--- src/rtl/epw_pkg.sv ---
`timescale 1ns/1ps
package epw_pkg;

   typedef enum logic [2:0] {
      ST_IDLE,
      ST_LEAD,
      ST_PULSE,
      ST_TRAIL,
      ST_PAGE,
      ST_WAIT
   } epw_state_e;

   // Convert a duration in ns to clock cycles, rounded up, never below one.
   function automatic int unsigned epw_cycles(int unsigned dur_ns, int unsigned period_ps);
      logic [63:0] num;
      logic [63:0] cyc;
      num = 64'(dur_ns) * 64'd1000 + 64'(period_ps) - 64'd1;
      cyc = num / 64'(period_ps);
      if (cyc == 64'd0) cyc = 64'd1;
      return 32'(cyc);
   endfunction

   function automatic int unsigned epw_max(int unsigned a, int unsigned b);
      return (a > b) ? a : b;
   endfunction

   function automatic int unsigned epw_sub_floor1(int unsigned a, int unsigned b);
      return (a > b) ? (a - b) : 1;
   endfunction

endpackage

--- src/rtl/epw_phase_timer.sv ---
`timescale 1ns/1ps
module epw_phase_timer #(
   parameter int unsigned W = 8
) (
   input  logic         clk,
   input  logic         rst_n,
   input  logic         load,
   input  logic [W-1:0] value,
   output logic         done
);
   logic [W-1:0] cnt_q;

   always_ff @(posedge clk or negedge rst_n) begin
      if (!rst_n) begin
         cnt_q <= '0;
      end else if (load) begin
         cnt_q <= value;
      end else if (cnt_q != '0) begin
         cnt_q <= cnt_q - 1'b1;
      end
   end

   assign done = (cnt_q == '0);
endmodule

--- src/rtl/epw_page_window.sv ---
`timescale 1ns/1ps
module epw_page_window #(
   parameter int unsigned LAST_OK = 47
) (
   input  logic clk,
   input  logic rst_n,
   input  logic restart,
   output logic open
);
   localparam int unsigned SAT = LAST_OK + 1;
   localparam int unsigned CW  = $clog2(SAT + 1);

   logic [CW-1:0] elapsed_q;

   always_ff @(posedge clk or negedge rst_n) begin
      if (!rst_n) begin
         elapsed_q <= CW'(SAT);
      end else if (restart) begin
         elapsed_q <= '0;
      end else if (elapsed_q != CW'(SAT)) begin
         elapsed_q <= elapsed_q + 1'b1;
      end
   end

   assign open = (elapsed_q <= CW'(LAST_OK));
endmodule

--- src/rtl/epw_bus_latch.sv ---
`timescale 1ns/1ps
module epw_bus_latch #(
   parameter int unsigned AW            = 17,
   parameter int unsigned DW            = 8,
   parameter bit          HOLD_BUS_IDLE = 1'b1
) (
   input  logic          clk,
   input  logic          rst_n,
   input  logic          load,
   input  logic          bus_active,
   input  logic [AW-1:0] addr_in,
   input  logic [DW-1:0] data_in,
   output logic [AW-1:0] addr_out,
   output logic [DW-1:0] data_out
);
   logic [AW-1:0] addr_q;
   logic [DW-1:0] data_q;

   always_ff @(posedge clk or negedge rst_n) begin
      if (!rst_n) begin
         addr_q <= '0;
         data_q <= '0;
      end else if (load) begin
         addr_q <= addr_in;
         data_q <= data_in;
      end
   end

   generate
      if (HOLD_BUS_IDLE) begin : g_hold
         logic unused_active;
         assign unused_active = bus_active;
         assign addr_out      = addr_q;
         assign data_out      = data_q;
      end else begin : g_park
         assign addr_out = bus_active ? addr_q : '0;
         assign data_out = bus_active ? data_q : '0;
      end
   endgenerate
endmodule

--- src/rtl/eeprom_page_writer.sv ---
`timescale 1ns/1ps
module eeprom_page_writer
   import epw_pkg::*;
#(
   parameter int unsigned AW            = 17,
   parameter int unsigned DW            = 8,
   parameter int unsigned CLK_PERIOD_PS = 20000,
   parameter int unsigned T_AS_NS       = 0,
   parameter int unsigned T_CS_SU_NS    = 0,
   parameter int unsigned T_WP_NS       = 100,
   parameter int unsigned T_DS_NS       = 50,
   parameter int unsigned T_DH_NS       = 10,
   parameter int unsigned T_AH_NS       = 100,
   parameter int unsigned T_CSH_NS      = 0,
   parameter int unsigned T_WPH_NS      = 50,
   parameter int unsigned T_PAGE_NS     = 150000,
   parameter int unsigned T_WC_NS       = 10000000,
   parameter bit          HOLD_BUS_IDLE = 1'b1
) (
   input  logic          clk,
   input  logic          rst_n,
   input  logic          req_valid,
   output logic          req_ready,
   input  logic [AW-1:0] req_addr,
   input  logic [DW-1:0] req_data,
   input  logic          req_last,
   output logic          ee_cs_n,
   output logic          ee_we_n,
   output logic          ee_oe_n,
   output logic [AW-1:0] ee_addr,
   output logic [DW-1:0] ee_data,
   output logic          page_expired
);
   // Phase lengths in cycles
   localparam int unsigned LEAD_CYC  = epw_max(epw_cycles(T_CS_SU_NS, CLK_PERIOD_PS),
                                               epw_cycles(T_AS_NS, CLK_PERIOD_PS));
   localparam int unsigned PULSE_CYC = epw_max(epw_cycles(T_WP_NS, CLK_PERIOD_PS),
                                               epw_sub_floor1(epw_cycles(T_DS_NS, CLK_PERIOD_PS), LEAD_CYC));
   localparam int unsigned TRAIL_CYC = epw_max(
                                          epw_max(epw_cycles(T_WPH_NS, CLK_PERIOD_PS),
                                                  epw_cycles(T_DH_NS, CLK_PERIOD_PS)),
                                          epw_max(epw_cycles(T_CSH_NS, CLK_PERIOD_PS),
                                                  epw_sub_floor1(epw_cycles(T_AH_NS, CLK_PERIOD_PS), PULSE_CYC)));
   localparam int unsigned PAGE_CYC  = epw_cycles(T_PAGE_NS, CLK_PERIOD_PS);
   localparam int unsigned WC_CYC    = epw_cycles(T_WC_NS, CLK_PERIOD_PS);
   localparam int unsigned LAST_OK   = PAGE_CYC - LEAD_CYC - 2;
   localparam int unsigned TMR_MAX   = epw_max(epw_max(WC_CYC, PULSE_CYC), epw_max(TRAIL_CYC, LEAD_CYC));
   localparam int unsigned TMR_W     = $clog2(TMR_MAX + 1);

   // Elaboration-time parameter checks
   generate
      if (AW < 1 || DW < 1) begin : g_bad_width
         $error("eeprom_page_writer: bus widths must be at least 1");
      end
      if (CLK_PERIOD_PS == 0) begin : g_bad_clock
         $error("eeprom_page_writer: clock period must be nonzero");
      end
      if (PAGE_CYC <= LEAD_CYC + PULSE_CYC + TRAIL_CYC + 2) begin : g_bad_page
         $error("eeprom_page_writer: page window too short for one byte cycle");
      end
   endgenerate

   epw_state_e state_q, state_d;
   logic             tmr_load;
   logic [TMR_W-1:0] tmr_val;
   logic             tmr_done;
   logic             win_open;
   logic             win_restart;
   logic             accept;
   logic             last_q;
   logic             cs_n_q, we_n_q;

   assign req_ready = (state_q == ST_IDLE) || ((state_q == ST_PAGE) && win_open);
   assign accept    = req_valid && req_ready;

   always_comb begin
      state_d  = state_q;
      tmr_load = 1'b0;
      tmr_val  = '0;
      unique case (state_q)
         ST_IDLE: begin
            if (accept) begin
               state_d  = ST_LEAD;
               tmr_load = 1'b1;
               tmr_val  = TMR_W'(LEAD_CYC - 1);
            end
         end
         ST_LEAD: begin
            if (tmr_done) begin
               state_d  = ST_PULSE;
               tmr_load = 1'b1;
               tmr_val  = TMR_W'(PULSE_CYC - 1);
            end
         end
         ST_PULSE: begin
            if (tmr_done) begin
               state_d  = ST_TRAIL;
               tmr_load = 1'b1;
               tmr_val  = TMR_W'(TRAIL_CYC - 1);
            end
         end
         ST_TRAIL: begin
            if (tmr_done) begin
               if (last_q) begin
                  state_d  = ST_WAIT;
                  tmr_load = 1'b1;
                  tmr_val  = TMR_W'(WC_CYC - 1);
               end else begin
                  state_d = ST_PAGE;
               end
            end
         end
         ST_PAGE: begin
            if (accept) begin
               state_d  = ST_LEAD;
               tmr_load = 1'b1;
               tmr_val  = TMR_W'(LEAD_CYC - 1);
            end else if (!win_open) begin
               state_d  = ST_WAIT;
               tmr_load = 1'b1;
               tmr_val  = TMR_W'(WC_CYC - 1);
            end
         end
         ST_WAIT: begin
            if (tmr_done) state_d = ST_IDLE;
         end
         default: state_d = ST_IDLE;
      endcase
   end

   always_ff @(posedge clk or negedge rst_n) begin
      if (!rst_n) begin
         state_q <= ST_IDLE;
         last_q  <= 1'b0;
         cs_n_q  <= 1'b1;
         we_n_q  <= 1'b1;
      end else begin
         state_q <= state_d;
         if (accept) last_q <= req_last;
         cs_n_q  <= !((state_d == ST_LEAD) || (state_d == ST_PULSE) || (state_d == ST_TRAIL));
         we_n_q  <= (state_d != ST_PULSE);
      end
   end

   assign win_restart = (state_d == ST_PULSE) && (state_q != ST_PULSE);

   epw_phase_timer #(.W(TMR_W)) i_timer (
      .clk   (clk),
      .rst_n (rst_n),
      .load  (tmr_load),
      .value (tmr_val),
      .done  (tmr_done)
   );

   epw_page_window #(.LAST_OK(LAST_OK)) i_window (
      .clk     (clk),
      .rst_n   (rst_n),
      .restart (win_restart),
      .open    (win_open)
   );

   epw_bus_latch #(.AW(AW), .DW(DW), .HOLD_BUS_IDLE(HOLD_BUS_IDLE)) i_bus (
      .clk        (clk),
      .rst_n      (rst_n),
      .load       (accept),
      .bus_active (!cs_n_q),
      .addr_in    (req_addr),
      .data_in    (req_data),
      .addr_out   (ee_addr),
      .data_out   (ee_data)
   );

   assign ee_cs_n      = cs_n_q;
   assign ee_we_n      = we_n_q;
   assign ee_oe_n      = 1'b1;
   assign page_expired = (state_q == ST_PAGE) && !win_open;
endmodule

--- config.mk ---
export PLATFORM = sky130hd
export DESIGN_NAME = eeprom_page_writer
export DESIGN_NICKNAME = d
export VERILOG_FILES = /design/src/rtl/epw_pkg.sv /design/src/rtl/epw_phase_timer.sv /design/src/rtl/epw_page_window.sv /design/src/rtl/epw_bus_latch.sv /design/src/rtl/eeprom_page_writer.sv
export SDC_FILE = /design/constraint.sdc
export NUM_CORES = 1
export LEC_CHECK = 0
export BUFFER_PORTS_ARGS = -buffer_cell sky130_fd_sc_hd__clkbuf_2
export CAP_MARGIN = 10
export CORE_MARGIN = 3
export CORE_UTILIZATION = 45
export CTS_BUF_LIST = sky130_fd_sc_hd__clkbuf_2
export DETAILED_ROUTE_END_ITERATION = 16
export HOLD_SLACK_MARGIN = 0.05
export PLACE_DENSITY = 0.65
export SETUP_SLACK_MARGIN = 0.05
export SYNTH_ARGS = -nofsm -noshare
export SYNTH_HDL_FRONTEND = slang
export SYNTH_SLANG_ARGS = --single-unit
--- constraint.sdc ---
create_clock -name clk -period 2.2 [get_ports clk]
set_input_delay 0.44 -clock clk [delete_from_list [all_inputs] [get_ports clk]]
set_output_delay 0.44 -clock clk [all_outputs]
set_load 0.03 [all_outputs]
=== Word-level counts from Yosys, hierarchy flattened ===
Cells that the tools add are included.

* Register bits: 63
* Bits in latches: 0
* RAM bits: 0
* Memory bits (read-only): 0
* Bits of input ports: 29
* Output and inout port bits: 30
* Logic and storage cells: 64
* Memories: 0

* $add $sub $neg: 2
* Multiply operators: 0
* Div/mod/pow operators: 0
* Magnitude comparators: 1
* Eq/ne operators: 11
* Shifts and indexed selects: 0
* Multiplexer cells: 27
* Bitwise operators: 0
* Reduce and logical (&&, ||, !) cells: 15

{| class="wikitable"
|+ Operator list
! kind !! count
|-
| $mux 19 || 6
|-
| $pmux 19 s4 || 1
|-
| $mux 13 || 2
|-
| $mux 3 || 8
|-
| $logic_not 19->1 || 1
|-
| $reduce_bool 19->1 || 1
|-
| $sub 19x1->19 const B || 1
|-
| $pmux 3 s6 || 1
|-
| $add 13x1->13 const B || 1
|-
| $le 13x13->1 const B || 1
|-
| $ne 13x13->1 const B || 1
|-
| $eq 3x2->1 const B || 4
|-
| $mux 1 || 7
|-
| $eq 3x1->1 const B || 2
|-
| $eq 3x3->1 const B || 2
|-
| $ne 3x2->1 const B || 2
|-
| $logic_and 1x1->1 || 4
|-
| $pmux 1 s4 || 1
|-
| $reduce_bool 2->1 || 2
|-
| $logic_not 3->1 || 1
|-
| $logic_or 1x1->1 || 3
|-
| $logic_not 1->1 || 2
|-
| $mux 2 || 1
|-
| $reduce_or 2->1 || 1
|}

=== Logic depth before layout (Yosys ltp) ===
* Depth after elaboration: 10
* Depth in mapped cells: 9
* Depth with buffers taken out: 8

=== Cells and area by module ===
From an unflattened synthesis, not the netlist that was laid out.

* Cells, all modules: 312
* Area total of the unflattened synthesis: 3331.9 um2

{| class="wikitable"
|+ By module, submodules not included
! module !! times used !! cells each !! area each (um2) !! seq. area each (um2)
|-
| epw_phase_timer || 1 || 127 || 1117.3 || 475.5
|-
| epw_bus_latch || 1 || 53 || 1033.5 || 625.6
|-
| epw_page_window || 1 || 82 || 787.0 || 334.1
|-
| eeprom_page_writer || 1 || 50 || 394.1 || 152.6
|}

=== Least setup slack after synthesis ===
Ideal clock, no wire load.

* Path kind: reg-to-output
* Start point: register i_window.elapsed_q[6]
* End point: output req_ready
* Data arrival time: 1.717 ns
* Required time: 1.760 ns
* Path slack: 0.043 ns
* Stages on the path, launching flop included: 5
* Buffers on the path: 0
* Cells stage by stage: dfstp_2 -> and4b_1 -> a21o_1 -> a21oi_2 -> a21boi_0

* Cells in the longest elaborated chain, start to end: 3

{| class="wikitable"
|+ RTL lines
! item !! RTL line !! RTL
|-
| from (decl) || epw_page_window.sv:13 || <nowiki>logic [CW-1:0] elapsed_q;</nowiki>
|-
| from (signal assigned) || epw_page_window.sv:17 || <nowiki>elapsed_q <= CW'(SAT);</nowiki>
|-
| from (signal assigned) || epw_page_window.sv:21 || <nowiki>elapsed_q <= elapsed_q + 1'b1;</nowiki>
|-
| $le 13x13->1 || epw_page_window.sv:25 || <nowiki>assign open = (elapsed_q <= CW'(LAST_OK));</nowiki>
|-
| $logic_and 1x1->1 || eeprom_page_writer.sv:73 || <nowiki>assign req_ready = (state_q == ST_IDLE) || ((state_q == ST_PAGE) && win_open);</nowiki>
|-
| $logic_or 1x1->1 || eeprom_page_writer.sv:73 ||
|-
| to (decl) || eeprom_page_writer.sv:23 || <nowiki>output logic req_ready,</nowiki>
|}

Every way passes these cells.

=== Worst setup path after layout ===
* Start point: register i_window.elapsed_q[1]
* End point: output page_expired

* Cells in the longest elaborated chain, start to end: 3

{| class="wikitable"
|+ RTL lines
! item !! RTL line !! RTL
|-
| $le 13x13->1 || epw_page_window.sv:25 ||
|-
| $logic_not 1->1 || eeprom_page_writer.sv:176 || <nowiki>assign page_expired = (state_q == ST_PAGE) && !win_open;</nowiki>
|-
| $logic_and 1x1->1 || eeprom_page_writer.sv:176 ||
|-
| to (decl) || eeprom_page_writer.sv:32 || <nowiki>output logic page_expired</nowiki>
|}

Every way passes these cells.

==> results by group <==
Timing
  – RSZ-0062 raised after global routing: yes
  – Final Setup Violations: 2
  – Crit path time final: 2368 ps
  – Hold Vio Cnt, Final: 0
  – Max-slew violation count: 0
  – Clock Skews: around 21 ps
  – Fmax: 422.3 MHz
  – PnR worst setup slack: -167.9 ps
  – Final period utilization: 107.6%

Worst setup path
  – Worst Path Max Fanout: 2
  – Startpoint Class: flip-flop
  – WP data required: 1760 ps
  – Register-to-Register Path Depth: 7
  – Critical path capture point type: primary output
  – Reg2Reg Setup Slack: roughly 160 ps
  – CP bufs+invs: 2
  – Critical path arrival: 1930 ps
  – WS Path Type: flip-flop to primary output
  – CP cell instances: inv_2 -> ha_4 -> a21o_1 -> a211oi_2 -> clkbuf_8
  – Crit-path slowest cell: dfstp_2
  – Worst R2R End: i_bus.data_out[5]$_DFFE_PN0P_
  – Delay-heaviest family, CP: flip-flops
  – R2r startpoint: i_window.elapsed_q[4]$_DFFE_PN0P_
  – Max incr delay on CP: 570 ps

Routing
  – Post-DRT Antenna Nets: 0
  – Starting DRC count in detailed routing: 91
  – Vias per cell: 5.199
  – Drt drc: 0
  – Final wirelength: between 6000 and 7000 um
  – Drt first pass iters: 4
  – Routed vias: 2376
  – Avg WL per Cell: 14.60 um

Min path
  – Hold Crit Class: input port to flip-flop
  – Hold path endpoint: i_bus.addr_out[11]$_DFFE_PN0P_
  – Hold Path Origin: req_addr[11]
  – Worst hold stages: 2

Synthesis
  – Post-synth ARST share: 100.0%
  – Synth cell types: 56
  – Mean Syn Cell Area: ~12 um^2
  – Post-Syn Area: 0.003241 mm^2
  – Synth warnings: 0
  – Post-synthesis sequential area ratio: between 40% and 50%
  – Yosys reg bits: 63
  – Synth Instances: 276
  – Main synth FF type: dfrtp_1
  – Post-Syn Nets: slightly above 300
  – EDFF count, synth: 0

Placement
  – GP Congestion: 0.8063
  – DP HPWL: 4642 um
  – IO buf count: 57
  – Placed Cells: ~430
  – Area after DPL: 0.003680 mm^2

Global routing
  – First-pass GRT wire length: 11530 um
  – Met2 Use GR: 28.17%
  – Total GRT Usage: roughly 17%
  – Met1 GRT Util: a little over a fifth
  – Grt peak-use layer: met2
  – Routing usage on met3: 5.917%
  – Grt ovf: 0
  – Initial antenna violation count: 0
  – Number of global-route vias before repair: 2423
  – Largest net degree at the start of global routing: 64

Power and ir drop
  – Int Pwr: 1.552 mW
  – Switching power share of the total: 21.99%
  – Clock power frac: 38.9%
  – P per Cell Area: 499.5 mW/mm^2
  – Pwr Total: just under 2 mW
  – Part of the power in registers: 58.3%
  – Share of power burned in combinational logic: 2.8%
  – Lkg Pwr: 1.882 nW
  – Switching power total: 0.4376 mW
  – Max VDD drop: ~0.00029 V

Cells and area
  – Antenna diode count: 0
  – Final Cell Area: 0.003983 mm^2
  – Share of cells above drive strength 1: 42.94%
  – Final nets: 390
  – Final std cells w/o fill: between 400 and 500
  – Layout area overhead: 22.90%

Status
  – Status: finished with violations
  – Failing checks: negative setup slack

Run
  – Max_cap viols: 0

Floorplanning
  – Die height: 90.86 um
  – # rows: 30
  – Num ports: 59
  – Die area: between 0.008 and 0.009 mm^2
  – Core area: 0.006907 mm^2
  – Die Wd: a little over 90 um
  – Initial Utilization: between 40% and 50%

Clock network
  – Buffer depth of the longest clock path: 2
  – Root Buffer Master: clkbuf_2
  – Clock sink total: 63
  – Worst-skew pair later-pin latency: 510 ps
  – TritonCTS clock tree: built
  – CTS H-tree depth: 3
  – Total CTS buffers: 9
  – Clk pin slew, worst setup/hold paths: 170 ps
power by group through the flow:
| stage | combinational (mW) | sequential (mW) | clock [mW] |
|---|---|---|---|
| 4_1_cts | 0.0578 | 1.16 | 0.799 |
| 3_3_place_gp | 0.0551 | 1.18 | 0 |
| 3_5_place_dp | 0.0563 | 1.18 | 0 |
| 6_report | 0.0550 | 1.16 | 0.775 |
| 5_1_grt | 0.0638 | 1.16 | 0.856 |
| 2_1_floorplan | 0.00492 | 1.18 | 0 |
worst max path at each step:
stage                                 startpoint                             to  slack, ps  depth (start not counted)
2_1_floorplan  i_window.elapsed_q[1]$_DFFE_PN1P_   i_timer.cnt_q[1]$_DFFE_PN0P_        180                          7
3_3_place_gp   i_window.elapsed_q[1]$_DFFE_PN1P_  i_bus.data_out[4]$_DFFE_PN0P_        170                          7
3_5_place_dp   i_window.elapsed_q[1]$_DFFE_PN1P_  i_bus.data_out[2]$_DFFE_PN0P_        160                          7
4_1_cts        i_window.elapsed_q[1]$_DFFE_PN1P_                   page_expired       -180                          5
5_1_grt        i_window.elapsed_q[1]$_DFFE_PN1P_                   page_expired       -290                          5
6_report       i_window.elapsed_q[1]$_DFFE_PN1P_                   page_expired       -170                          5
cell type report:
cell class	instances	area, um^2
Fill cell	629	2924
Multi-Input combinational cell	197	1599
Sequential cell	63	1590
Timing Repair Buffer	81	531.8
Tap cell	96	120.1
Clock inverter	6	76.32
Clock buffer	10	50.05
Inverter	4	15.01
cell usage after synthesis, types with 4 or more instances:
cell type / number / area (um^2)
dfrtp_1: 54 / 1351
nor2_1: 31 / 116.4
mux2_4: 20 / 300.3
nand2_1: 16 / 60.06
xor2_1: 15 / 131.4
o21ai_0: 12 / 60.06
xnor2_1: 11 / 96.34
nand3_1: 10 / 50.05
dfstp_2: 9 / 236.5
and3_1: 6 / 37.54
mux2_2: 6 / 67.56
ha_1: 5 / 62.56
nand4_1: 5 / 31.28
nor4_1: 5 / 31.28
clkbuf_1: 4 / 15.01
inv_1: 4 / 15.01
through the flow:
stage          util (%)  setup WS (ps)  hold WS, ps  TNS, ps
6_report          57.66         -167.9        143.8   -327.2
2_1_floorplan         -          182.2        144.4        0
3_5_place_dp      53.28          162.7        482.8        0
3_3_place_gp      53.28          166.6        479.6        0
5_1_grt           57.66         -290.3        85.84   -571.9
4_1_cts           56.65         -178.7        106.0   -353.2
sequential cells by signal (all words and copies together), names as in the netlist:
name,flops
ee_cs_n,1
i_bus.data_out,8
ee_we_n,1
i_window.elapsed_q,13
state_q,3
i_timer.cnt_q,19
last_q,1
i_bus.addr_out,17
repair_timing:
item / 4_1_cts / 5_1_grt
pin swaps: 5 / 2
resized for setup: 10 / 7
gates cloned: 0 / 1
hold buffers: 1 / 0
setup buffers: 8 / 0
setup endpoints to repair: 2 / 31
endpoints found under the hold margin: 54 / 0
layer usage:
layer	vias up	routed length, um
li1	1136	-
met3	12	310
met1	1176	2925
met2	52	3316
met4	0	117
met5	-	0
cells in the final DEF (no fill, tap or decap), drive strengths merged, types with 3 or more instances in the layout:
cell | Yosys | routed
inv | 4 | 4
or3 | 3 | 3
nand4 | 5 | 5
mux2 | 26 | 26
nand3 | 10 | 10
nor2 | 33 | 33
a21oi | 4 | 4
clkinv | 0 | 4
and3 | 6 | 6
ha | 5 | 5
nor4 | 10 | 10
xnor2 | 11 | 11
nand4b | 3 | 3
nand2 | 16 | 16
clkbuf | 4 | 68
xor2 | 15 | 15
buf | 8 | 22
o21ai | 17 | 17
nor2b | 3 | 3
dfrtp | 54 | 54
dfstp | 9 | 9
kinds of logic after synthesis:
group | Yosys count | share of synthesized area, %
buffers and inverters | 16 | 3.436
flip-flops | 63 | 49.00
XOR/XNOR | 26 | 7.027
other | 1 | 0.1157
multiplexers | 26 | 11.35
AND/OR/NAND/NOR | 103 | 18.92
adder cells (fa/ha/maj) | 5 | 1.931
AO/OA/AOI/OAI | 36 | 8.225
(Power assumes the default switching activity.)
